$ cat config.mk
export PLATFORM = sky130hd
export DESIGN_NAME = win_alert_unit
export DESIGN_NICKNAME = d
export VERILOG_FILES = /design/src/rtl/win_alert_pkg.sv /design/src/rtl/win_alert_regs.sv /design/src/rtl/win_alert_cmp.sv /design/src/rtl/win_alert_flags.sv /design/src/rtl/win_alert_unit.sv
export SDC_FILE = /design/constraint.sdc
export NUM_CORES = 1
export LEC_CHECK = 0
export CAP_MARGIN = 10
export CORE_AREA = 2 2 148 295
export DETAILED_ROUTE_END_ITERATION = 16
export DIE_AREA = 0 0 150 297
export GPL_TIMING_DRIVEN = 0
export PLACE_DENSITY = 0.78
export SYNTH_ARGS = -nofsm -noshare
export SYNTH_HDL_FRONTEND = slang
export SYNTH_SLANG_ARGS = --single-unit
$ cat constraint.sdc
create_clock -name clk_i -period 3.5 [get_ports clk_i]
set_input_delay 0.525 -clock clk_i [delete_from_list [all_inputs] [get_ports clk_i]]
set_output_delay 0.525 -clock clk_i [all_outputs]
set_load 0.1 [all_outputs]
$ cat src/rtl/win_alert_pkg.sv
package win_alert_pkg;
  localparam int unsigned REG_AW = 8;
  localparam int unsigned REG_DW = 8;

  localparam logic [REG_AW-1:0] ADR_CTRL     = 8'h00;
  localparam logic [REG_AW-1:0] ADR_MASK     = 8'h01;
  localparam logic [REG_AW-1:0] ADR_FLAG_HI  = 8'h02;
  localparam logic [REG_AW-1:0] ADR_FLAG_LO  = 8'h03;
  localparam logic [REG_AW-1:0] ADR_LIM_BASE = 8'h10;

  typedef enum logic [1:0] {
    LIM_HI_LSN = 2'd0,
    LIM_HI_MSB = 2'd1,
    LIM_LO_LSN = 2'd2,
    LIM_LO_MSB = 2'd3
  } lim_byte_e;

  function automatic logic [REG_AW-1:0] lim_addr(int unsigned ch, lim_byte_e b);
    return ADR_LIM_BASE + REG_AW'(ch * 4) + REG_AW'(b);
  endfunction
endpackage

$ cat src/rtl/win_alert_regs.sv
module win_alert_regs
  import win_alert_pkg::*;
#(
  parameter int unsigned NUM_CH = 8,
  parameter int unsigned DATA_W = 12,
  parameter int unsigned HYST_W = 4
) (
  input  logic                              clk_i,
  input  logic                              rst_ni,
  input  logic                              wr_i,
  input  logic [REG_AW-1:0]                 addr_i,
  input  logic [REG_DW-1:0]                 wdata_i,
  input  logic [NUM_CH-1:0]                 flag_hi_i,
  input  logic [NUM_CH-1:0]                 flag_lo_i,
  output logic [REG_DW-1:0]                 rdata_o,
  output logic                              cmp_en_o,
  output logic [NUM_CH-1:0]                 ch_mask_o,
  output logic [NUM_CH-1:0][DATA_W-1:0]     hi_lim_o,
  output logic [NUM_CH-1:0][DATA_W-1:0]     lo_lim_o,
  output logic [NUM_CH-1:0][HYST_W-1:0]     hyst_o
);
  localparam int unsigned LSN_W = DATA_W - REG_DW;
  localparam int unsigned PAD_W = REG_DW - LSN_W - HYST_W;
  localparam int unsigned LPAD_W = REG_DW - LSN_W;

  logic              en_q;
  logic [NUM_CH-1:0] mask_q;

  always_ff @(posedge clk_i or negedge rst_ni) begin
    if (!rst_ni) begin
      en_q   <= 1'b0;
      mask_q <= '0;
    end else if (wr_i) begin
      if (addr_i == ADR_CTRL) en_q   <= wdata_i[0];
      if (addr_i == ADR_MASK) mask_q <= wdata_i[NUM_CH-1:0];
    end
  end

  for (genvar c = 0; c < NUM_CH; c++) begin : g_ch
    logic [DATA_W-1:0] hi_q, lo_q;
    logic [HYST_W-1:0] hy_q;

    always_ff @(posedge clk_i or negedge rst_ni) begin
      if (!rst_ni) begin
        hi_q <= '1;
        lo_q <= '0;
        hy_q <= '0;
      end else if (wr_i) begin
        if (addr_i == lim_addr(c, LIM_HI_LSN)) begin
          hi_q[LSN_W-1:0] <= wdata_i[REG_DW-1 -: LSN_W];
          hy_q            <= wdata_i[HYST_W-1:0];
        end
        if (addr_i == lim_addr(c, LIM_HI_MSB)) hi_q[DATA_W-1:LSN_W] <= wdata_i;
        if (addr_i == lim_addr(c, LIM_LO_LSN)) lo_q[LSN_W-1:0]      <= wdata_i[REG_DW-1 -: LSN_W];
        if (addr_i == lim_addr(c, LIM_LO_MSB)) lo_q[DATA_W-1:LSN_W] <= wdata_i;
      end
    end

    assign hi_lim_o[c] = hi_q;
    assign lo_lim_o[c] = lo_q;
    assign hyst_o[c]   = hy_q;
  end

  always_comb begin
    rdata_o = '0;
    unique case (addr_i)
      ADR_CTRL:    rdata_o = REG_DW'(en_q);
      ADR_MASK:    rdata_o = REG_DW'(mask_q);
      ADR_FLAG_HI: rdata_o = REG_DW'(flag_hi_i);
      ADR_FLAG_LO: rdata_o = REG_DW'(flag_lo_i);
      default: begin
        for (int c = 0; c < NUM_CH; c++) begin
          if (addr_i == lim_addr(c, LIM_HI_LSN))
            rdata_o = {hi_lim_o[c][LSN_W-1:0], {PAD_W{1'b0}}, hyst_o[c]};
          if (addr_i == lim_addr(c, LIM_HI_MSB))
            rdata_o = hi_lim_o[c][DATA_W-1:LSN_W];
          if (addr_i == lim_addr(c, LIM_LO_LSN))
            rdata_o = {lo_lim_o[c][LSN_W-1:0], {LPAD_W{1'b0}}};
          if (addr_i == lim_addr(c, LIM_LO_MSB))
            rdata_o = lo_lim_o[c][DATA_W-1:LSN_W];
        end
      end
    endcase
  end

  assign cmp_en_o  = en_q;
  assign ch_mask_o = mask_q;
endmodule

$ cat src/rtl/win_alert_cmp.sv
module win_alert_cmp #(
  parameter int unsigned NUM_CH     = 8,
  parameter int unsigned DATA_W     = 12,
  parameter int unsigned HYST_W     = 4,
  parameter int unsigned HYST_SHIFT = 3
) (
  input  logic                          clk_i,
  input  logic                          rst_ni,
  input  logic                          res_valid_i,
  input  logic [$clog2(NUM_CH)-1:0]     res_chan_i,
  input  logic [DATA_W-1:0]             res_data_i,
  input  logic [NUM_CH-1:0][DATA_W-1:0] hi_lim_i,
  input  logic [NUM_CH-1:0][DATA_W-1:0] lo_lim_i,
  input  logic [NUM_CH-1:0][HYST_W-1:0] hyst_i,
  output logic [NUM_CH-1:0]             hi_viol_o,
  output logic [NUM_CH-1:0]             lo_viol_o
);
  localparam int unsigned CH_W  = $clog2(NUM_CH);
  localparam int unsigned CMP_W = DATA_W + 2;

  logic [CMP_W-1:0] data_x;
  assign data_x = CMP_W'(res_data_i);

  for (genvar c = 0; c < NUM_CH; c++) begin : g_ch
    logic             sel;
    logic             hi_trip_q, lo_trip_q;
    logic             hi_off, lo_off;
    logic [CMP_W-1:0] band, hi_x, lo_x;

    assign sel    = res_valid_i && (res_chan_i == CH_W'(c));
    assign band   = CMP_W'(hyst_i[c]) << HYST_SHIFT;
    assign hi_x   = CMP_W'(hi_lim_i[c]);
    assign lo_x   = CMP_W'(lo_lim_i[c]);
    // extreme limits switch the direction off even while tripped
    assign hi_off = &hi_lim_i[c];
    assign lo_off = ~|lo_lim_i[c];

    assign hi_viol_o[c] = sel && !hi_off &&
                          (hi_trip_q ? (data_x + band > hi_x) : (data_x > hi_x));
    assign lo_viol_o[c] = sel && !lo_off &&
                          (lo_trip_q ? (data_x < lo_x + band) : (data_x < lo_x));

    always_ff @(posedge clk_i or negedge rst_ni) begin
      if (!rst_ni) begin
        hi_trip_q <= 1'b0;
        lo_trip_q <= 1'b0;
      end else if (sel) begin
        hi_trip_q <= hi_viol_o[c];
        lo_trip_q <= lo_viol_o[c];
      end
    end
  end
endmodule

$ cat src/rtl/win_alert_flags.sv
module win_alert_flags
  import win_alert_pkg::*;
#(
  parameter int unsigned NUM_CH = 8
) (
  input  logic              clk_i,
  input  logic              rst_ni,
  input  logic [NUM_CH-1:0] set_hi_i,
  input  logic [NUM_CH-1:0] set_lo_i,
  input  logic              wr_i,
  input  logic [REG_AW-1:0] addr_i,
  input  logic [REG_DW-1:0] wdata_i,
  input  logic              cmp_en_i,
  input  logic [NUM_CH-1:0] ch_mask_i,
  output logic [NUM_CH-1:0] flag_hi_o,
  output logic [NUM_CH-1:0] flag_lo_o,
  output logic              alert_o
);
  logic [NUM_CH-1:0] clr_hi, clr_lo;

  assign clr_hi = (wr_i && addr_i == ADR_FLAG_HI) ? wdata_i[NUM_CH-1:0] : '0;
  assign clr_lo = (wr_i && addr_i == ADR_FLAG_LO) ? wdata_i[NUM_CH-1:0] : '0;

  // set wins over a same-cycle clear
  always_ff @(posedge clk_i or negedge rst_ni) begin
    if (!rst_ni) begin
      flag_hi_o <= '0;
      flag_lo_o <= '0;
    end else begin
      flag_hi_o <= (flag_hi_o & ~clr_hi) | set_hi_i;
      flag_lo_o <= (flag_lo_o & ~clr_lo) | set_lo_i;
    end
  end

  assign alert_o = cmp_en_i && |((flag_hi_o | flag_lo_o) & ch_mask_i);
endmodule

$ cat src/rtl/win_alert_unit.sv
module win_alert_unit
  import win_alert_pkg::*;
#(
  parameter int unsigned NUM_CH     = 8,
  parameter int unsigned DATA_W     = 12,
  parameter int unsigned HYST_W     = 4,
  parameter int unsigned HYST_SHIFT = 3
) (
  input  logic                      clk_i,
  input  logic                      rst_ni,
  input  logic                      res_valid_i,
  input  logic [$clog2(NUM_CH)-1:0] res_chan_i,
  input  logic [DATA_W-1:0]         res_data_i,
  input  logic                      reg_wr_i,
  input  logic [REG_AW-1:0]         reg_addr_i,
  input  logic [REG_DW-1:0]         reg_wdata_i,
  output logic [REG_DW-1:0]         reg_rdata_o,
  output logic                      alert_o
);
  logic                          cmp_en;
  logic [NUM_CH-1:0]             ch_mask;
  logic [NUM_CH-1:0][DATA_W-1:0] hi_lim, lo_lim;
  logic [NUM_CH-1:0][HYST_W-1:0] hyst;
  logic [NUM_CH-1:0]             hi_viol, lo_viol, set_hi, set_lo;
  logic [NUM_CH-1:0]             flag_hi, flag_lo;

  win_alert_regs #(.NUM_CH(NUM_CH), .DATA_W(DATA_W), .HYST_W(HYST_W)) i_regs (
    .clk_i     (clk_i),
    .rst_ni    (rst_ni),
    .wr_i      (reg_wr_i),
    .addr_i    (reg_addr_i),
    .wdata_i   (reg_wdata_i),
    .flag_hi_i (flag_hi),
    .flag_lo_i (flag_lo),
    .rdata_o   (reg_rdata_o),
    .cmp_en_o  (cmp_en),
    .ch_mask_o (ch_mask),
    .hi_lim_o  (hi_lim),
    .lo_lim_o  (lo_lim),
    .hyst_o    (hyst)
  );

  win_alert_cmp #(
    .NUM_CH(NUM_CH), .DATA_W(DATA_W), .HYST_W(HYST_W), .HYST_SHIFT(HYST_SHIFT)
  ) i_cmp (
    .clk_i       (clk_i),
    .rst_ni      (rst_ni),
    .res_valid_i (res_valid_i),
    .res_chan_i  (res_chan_i),
    .res_data_i  (res_data_i),
    .hi_lim_i    (hi_lim),
    .lo_lim_i    (lo_lim),
    .hyst_i      (hyst),
    .hi_viol_o   (hi_viol),
    .lo_viol_o   (lo_viol)
  );

  assign set_hi = hi_viol & ch_mask & {NUM_CH{cmp_en}};
  assign set_lo = lo_viol & ch_mask & {NUM_CH{cmp_en}};

  win_alert_flags #(.NUM_CH(NUM_CH)) i_flags (
    .clk_i     (clk_i),
    .rst_ni    (rst_ni),
    .set_hi_i  (set_hi),
    .set_lo_i  (set_lo),
    .wr_i      (reg_wr_i),
    .addr_i    (reg_addr_i),
    .wdata_i   (reg_wdata_i),
    .cmp_en_i  (cmp_en),
    .ch_mask_i (ch_mask),
    .flag_hi_o (flag_hi),
    .flag_lo_o (flag_lo),
    .alert_o   (alert_o)
  );
endmodule

Yosys cells after proc, flatten, opt, wreduce, memory -nomap -nowiden:

Index checks and enable logic that the tools add are counted.

* output and inout bits: 9
* flip-flop bits (word level): 265
* logic and storage cells: 317

* eq/ne operators: 42
* $add $sub $neg: 16
* order comparisons: 32
* bitwise operators: 12
* reduce and logical (&&, ||, !) cells: 104
* multiplexer cells: 51

Operators with widths (number)
* 8-bit 2-to-1 mux: 34
* 12-bit by 7-bit adder with 13-bit output: 16
* 8-bit by 5-bit == test with 1-bit output (second input constant): 16
* 8-bit by 6-bit == test with 1-bit output (second input constant): 16
* 14-bit by 12-bit greater-than comparator with 1-bit output: 8
* 12-bit by 14-bit < comparator with 1-bit output: 7
* 12-bit greater-than comparator: 8
* 12-bit < comparator: 8
* 12-bit AND reduction: 8
* 12-bit OR reduction: 8
* 2-bit AND reduction: 34
* 8-bit bitwise AND: 7
* 1-bit logical AND: 43
* 8-bit case mux with 4 select lines: 1
* 8-bit bitwise OR: 3
* 8-bit by 2-bit == test with 1-bit output (second input constant): 2
* 1-bit 2-to-1 mux: 16
* 8-bit NOT: 2
* 12-bit by 13-bit < comparator with 1-bit output: 1
* 3-bit == test (second input constant): 4
* 8-bit by 1-bit == test with 1-bit output (second input constant): 1
* 1-bit logical NOT: 8
* 8-bit logical NOT: 1
* 8-bit OR reduction: 1
* other kinds (3): 4

Depth between registers and ports, before layout:

* depth in word-level cells: 34
* mapped depth: 15

Hierarchy:

Synthesis repeated with hierarchy kept, for this count alone.

* cells, all modules: 2727
* area total of the unflattened synthesis: 25378.1 um^2

By module, submodules not included
* win_alert_cmp: times used 1, area an instance 12428.2 um^2, cells an instance 1624
* win_alert_regs: times used 1, area an instance 12065.3 um^2, cells an instance 1021
* win_alert_flags: times used 1, area an instance 765.7 um^2, cells an instance 65
* win_alert_unit: times used 1, area an instance 118.9 um^2, cells an instance 17

Worst setup path before layout:

Ideal clock, no wire load.

* path type: input to output
* start point: input reg_addr_i[3]
* end point: output reg_rdata_o[6]
* arrival: 4.085 ns
* path buffers: 2
* stages: 8
* data required time: 2.975 ns
* slack: -1.110 ns
* cell sequence: or4b_1 buf_2 nor3_2 buf_4 a21oi_1 a21oi_1 a211oi_1 o311ai_1

* longest elaborated chain between the ends: 34

RTL lines
* start: declaration: RTL line win_alert_unit.sv:15 `input logic [REG_AW-1:0] reg_addr_i,`
* 8-bit by 5-bit == test with 1-bit output: RTL line win_alert_regs.sv:73 `if (addr_i == lim_addr(c, LIM_HI_LSN))`
* 8-bit 2-to-1 mux: RTL line win_alert_regs.sv:73
* 8-bit 2-to-1 mux: RTL line win_alert_regs.sv:75 `if (addr_i == lim_addr(c, LIM_HI_MSB))`
* 8-bit 2-to-1 mux: RTL line win_alert_regs.sv:77 `if (addr_i == lim_addr(c, LIM_LO_LSN))`
* 8-bit 2-to-1 mux: RTL line win_alert_regs.sv:79 `if (addr_i == lim_addr(c, LIM_LO_MSB))`
* 8-bit 2-to-1 mux: RTL line win_alert_regs.sv:73
* 8-bit 2-to-1 mux: RTL line win_alert_regs.sv:75
* 8-bit 2-to-1 mux: RTL line win_alert_regs.sv:77
* [... 18 more ...]
* 8-bit 2-to-1 mux: RTL line win_alert_regs.sv:75
* 8-bit 2-to-1 mux: RTL line win_alert_regs.sv:77
* 8-bit 2-to-1 mux: RTL line win_alert_regs.sv:79
* 8-bit 2-to-1 mux: RTL line win_alert_regs.sv:73
* 8-bit 2-to-1 mux: RTL line win_alert_regs.sv:75
* 8-bit 2-to-1 mux: RTL line win_alert_regs.sv:77
* 8-bit 2-to-1 mux: RTL line win_alert_regs.sv:79
* 8-bit case mux with 4 select lines (*): RTL line win_alert_regs.sv:66 `unique case (addr_i)`
* end: declaration: RTL line win_alert_unit.sv:17 `output logic [REG_DW-1:0] reg_rdata_o,`

Mark *: on every way between the ends. The rest lies on a longest branch, timed or not.

Worst setup path in the final report:

* start point: register i_regs.g_ch[1].hi_q[9]
* end point: output reg_rdata_o[5]

* longest elaborated chain between the ends: 28

RTL lines
* start: declaration: RTL line win_alert_regs.sv:40 `logic [DATA_W-1:0] hi_q, lo_q;`
* start signal: indexed assignment: RTL line win_alert_regs.sv:50 `hi_q[LSN_W-1:0] <= wdata_i[REG_DW-1 -: LSN_W];`
* start signal: indexed assignment: RTL line win_alert_regs.sv:53 `if (addr_i == lim_addr(c, LIM_HI_MSB)) hi_q[DATA_W-1:LSN_W] <= wdata_i;`
* 8-bit 2-to-1 mux: RTL line win_alert_regs.sv:75
* 8-bit 2-to-1 mux: RTL line win_alert_regs.sv:77
* 8-bit 2-to-1 mux: RTL line win_alert_regs.sv:79
* 8-bit 2-to-1 mux: RTL line win_alert_regs.sv:73
* 8-bit 2-to-1 mux: RTL line win_alert_regs.sv:75
* 8-bit 2-to-1 mux: RTL line win_alert_regs.sv:77
* 8-bit 2-to-1 mux: RTL line win_alert_regs.sv:79
* 8-bit 2-to-1 mux: RTL line win_alert_regs.sv:73
* [... 12 more ...]
* 8-bit 2-to-1 mux: RTL line win_alert_regs.sv:75
* 8-bit 2-to-1 mux: RTL line win_alert_regs.sv:77
* 8-bit 2-to-1 mux: RTL line win_alert_regs.sv:79
* 8-bit 2-to-1 mux: RTL line win_alert_regs.sv:73
* 8-bit 2-to-1 mux: RTL line win_alert_regs.sv:75
* 8-bit 2-to-1 mux: RTL line win_alert_regs.sv:77
* 8-bit 2-to-1 mux: RTL line win_alert_regs.sv:79
* 8-bit case mux with 4 select lines: RTL line win_alert_regs.sv:66

Every way passes these cells.

==> results.py <==
metrics = {
    "sta": {
        "period_needed_ns": 3.62,
        "fin_crit_sh_pct": 103,
        "finalSetupViolations": 4,
        "worst_pin_slew_ns": 1.33,
        "skew_ns": 0.0288,
        "holdWs_ns": 0.506,
        "hold_violations": 0,
        "max_freq_mhz": 276,
        "finalMaxSlewViolations": 0,
        "postLayoutSetupSlackWorst_ns": -0.119,
        "relSlewSlack_pct": 11.1,
        "rsz0062_at_grt": "yes",
    },
    "worst_setup_path": {
        "timing.rr.end": "i_flags.flag_hi_o[1]",
        "r2r_slack_ns": 0.02,
        "r2r-start": "i_regs.g_ch[1].hy_q[0]",
        "cp_max_fo": 3,
        "cp.required_ns": 2.97,
        "rr_worst_depth": 12,
        "crit_type": "reg -> out",
        "start_kind": "register",
        "cp.arrival_ns": 3.09,
        "end_kind": "output pin",
    },
    "power_and_ir_drop": {
        "irDropWorstVdd_mv": 0.470,
        "cellPowerDensity_nw_per_um2": 324,
        "leakagePower_uw": 0.0122,
        "clockPowerShare_pct": 35.5,
        "p_seq_share_pct": 38.8,
        "intPower_uw": 6080,
        "sw_frac_of_total_pct": 33.7,
        "p_sw_uw": 3080,
        "combinationalPowerShare_pct": 25.7,
    },
    "place": {
        "dp_hpwl_um": 73000,
        "post_dp_cell_area_um2": 26100,
        "port-buffer-count": 39,
        "gp_congestion": 1.09,
        "place_ws_ns": -2.18,
    },
    "logic_synthesis": {
        "synth_edf_count": 0,
        "syn_inst": 2664,
        "synthMuxAreaShare_pct": 12.3,
        "synth_top_area_share_pct": 19.8,
        "synth_top_family_by_area": "adder cells",
        "synth_compound_area_share_pct": 18.1,
        "syn_area_um2": 24700,
        "yosysUniqueCellTypes": 89,
        "ys.flop_type": "dfrtp_1",
        "synth_nets": 3107,
        "yosys_warnings": 0,
        "syn_area_per_cell_um2": 9.29,
        "synth_area_leaders": "ha_1 20%, dfrtp_1 17%, mux2_2 11%",
        "yosys.area.top_type": "ha_1",
        "synth-simple-area-share_pct": 12.4,
        "synth_xor_area_share_pct": 3.97,
        "synth-seq-cells": 265,
        "synth.yosys.seq_area_share_pct": 27.3,
        "synthAdderAreaFrac_pct": 21.1,
        "async_flop_share_pct": 100,
    },
    "floorplan": {
        "die_area_um2": 44600,
        "coreArea_um2": 42300,
        "start_util_pct": 58.5,
        "die_y_um": 297,
        "row_count": 107,
        "die_w_um": 150,
        "ios": 44,
    },
    "hold_path": {
        "min_from": "i_cmp.g_ch[6].hi_trip_q",
        "hold_path_class": "reg -> reg",
        "min_to": "i_cmp.g_ch[6].hi_trip_q",
        "hold_depth": 2,
    },
    "clocking": {
        "htreeDepth": 1,
        "clock-sinks": 265,
        "clkSlewWorstSetupHoldPaths_ns": 0.07,
        "insertion_delay_ns": 0.59,
        "cts_tree": "done",
        "root_buffer": "clkbuf_16",
        "cts_buffers": 26,
        "ctsLongestPathBuffers": 3,
    },
    "status": {
        "violations": "negative setup slack",
        "outcome": "finished, violations left",
    },
    "global_route": {
        "grt_usage_pct": 43.7,
        "antenna_found_initial": 3,
        "grt_max_degree": 104,
        "grt_pass1_wl_um": 145000,
        "grt_pass1_vias": 23251,
        "grt-ovfl-total": 0,
    },
    "routing": {
        "drtIter0Drc": 2518,
        "wl_per_cell_um": 29.3,
        "drc": 0,
        "routed_wl_um": 98200,
        "vias": 23457,
        "antenna_left": 0,
        "first_pass_iters": 6,
        "routed_via_density": 7.00,
    },
    "layout": {
        "layout_commonest_cell": "ha_1",
        "nets": 3223,
        "nFillCells": 3427,
        "fin_area_um2": 28200,
        "synthToLayoutAreaGrowth_pct": 14.1,
        "drive_above_1_share_pct": 23.7,
        "final_cell_mix": "389 x ha_1, 237 x mux2_2, 216 x inv_1",
    },
    "job": {
        "cap_violations": 0,
    },
}
==> area by class of cell <==
class,count,area (µm²),area share (%)
multi-input cells,2093,17400,61.7
clock buffers,31,689,2.44
repair buffers,88,1010,3.59
plain buffers,86,543,1.92
diodes,4,10.0,0.0354
inverters,220,838,2.97
clock inverters,17,272,0.962
flip-flops and latches,265,6780,24.0
well taps,545,682,2.41
==> power by group through the flow <==
stage / logic (µW) / clock network, µW / registers, µW
after detailed placement: 2160 / 0 / 3590
after CTS: 2230 / 3230 / 3540
after global placement: 2030 / 0 / 3580
after floorplan: 1380 / 0 / 3470
final: 2350 / 3250 / 3560
after global routing: 2570 / 3340 / 3570
==> cells by family (layout without fill, tap and decap cells) <==
group | after synthesis | after routing
XOR/XNOR | 112 | 112
adder cells (fa/ha/maj) | 408 | 408
other | 0 | 4
flip-flops | 265 | 265
multiplexers | 265 | 265
buffers and inverters | 306 | 442
AND/OR/NAND/NOR | 609 | 609
AO/OA/AOI/OAI | 699 | 699
==> worst max-delay path, cell delays in order, from the launching register on <==
cell and delay (ns):
dfstp_2 0.57, inv_2 0.06, mux4_2 0.50, a22oi_2 0.39, nor4_4 0.09, a2111oi_4 0.34, o31a_1 0.33, buf_12 0.21
==> timing repair <==
action,CTS,global route
resized for setup,225,119
endpoints found under the hold margin,45,0
pin swaps,23,33
hold buffers,1,0
buffers inserted,21,12
endpoints found under the setup margin,27,40
==> worst max path at each step <==
stage	slack, ns	end	cells past startpoint	from
after CTS	-0.001	reg_rdata_o[4]	8	reg_addr_i[2]
final	-0.12	reg_rdata_o[5]	7	i_regs.g_ch[1].hi_q[9]
after global routing	-0.08	reg_rdata_o[5]	7	i_regs.g_ch[1].hi_q[9]
after detailed placement	-2.18	reg_rdata_o[7]	9	reg_addr_i[1]
after floorplan	-0.18	reg_rdata_o[6]	8	reg_addr_i[3]
after global placement	-9.27	i_cmp.g_ch[1].hi_trip_q	1	rst_ni
==> stage by stage <==
| stage | TNS [ns] | util (%) | std cells | power [µW] |
|---|---|---|---|---|
| after floorplan | -0.177 | - | 2664 | 4850 |
| after global placement | -2227.52 | 61.0 | 3248 | 5610 |
| after detailed placement | -59.47 | 61.8 | 3263 | 5750 |
| after CTS | -0.00149 | 65.6 | 3333 | 9000 |
| after global routing | -0.153 | 66.7 | 3345 | 9470 |
| final | -0.264 | 66.7 | 3349 | 9160 |
==> layer usage <==
metal	share of wire, %	track usage, %
met4	11	37.2
met1	35	51.8
met3	11	10.3
met2	44	65.7
met5	0.072	0
==> synthesized netlist by cell type (6+ instances only) <==
cell / instances
a31oi_1: 37
nand4_1: 55
nor2b_1: 43
and3_1: 9
o311ai_0: 8
o22ai_1: 31
mux2i_1: 19
a32oi_1: 6
inv_1: 219
xnor2_1: 71
mux4_2: 7
clkbuf_1: 53
o21ai_0: 147
a21o_1: 74
a211o_1: 14
o32ai_1: 8
buf_2: 24
o211ai_1: 36
or4_1: 6
fa_1: 16
o21a_1: 24
xor2_1: 41
a211oi_1: 19
a221oi_1: 8
nand2_1: 164
nor2_1: 133
a22oi_1: 17
nand2b_1: 25
nor3_1: 40
dfrtp_1: 169
mux2_2: 237
o31ai_1: 22
ha_1: 392
nand3_1: 34
and2_1: 7
nor4_1: 48
a21oi_1: 189
dfstp_2: 96
==> state kept, by name, summed over array words and instances, names as in the netlist <==
register,flops
i_cmp.g_ch.hi_trip_q,8
i_cmp.g_ch.lo_trip_q,8
i_flags.flag_hi_o,8
i_flags.flag_lo_o,8
i_regs.ch_mask_o,8
i_regs.cmp_en_o,1
i_regs.g_ch.hi_q,96
i_regs.g_ch.hy_q,32
i_regs.g_ch.lo_q,96
(Power assumes the default switching activity.)
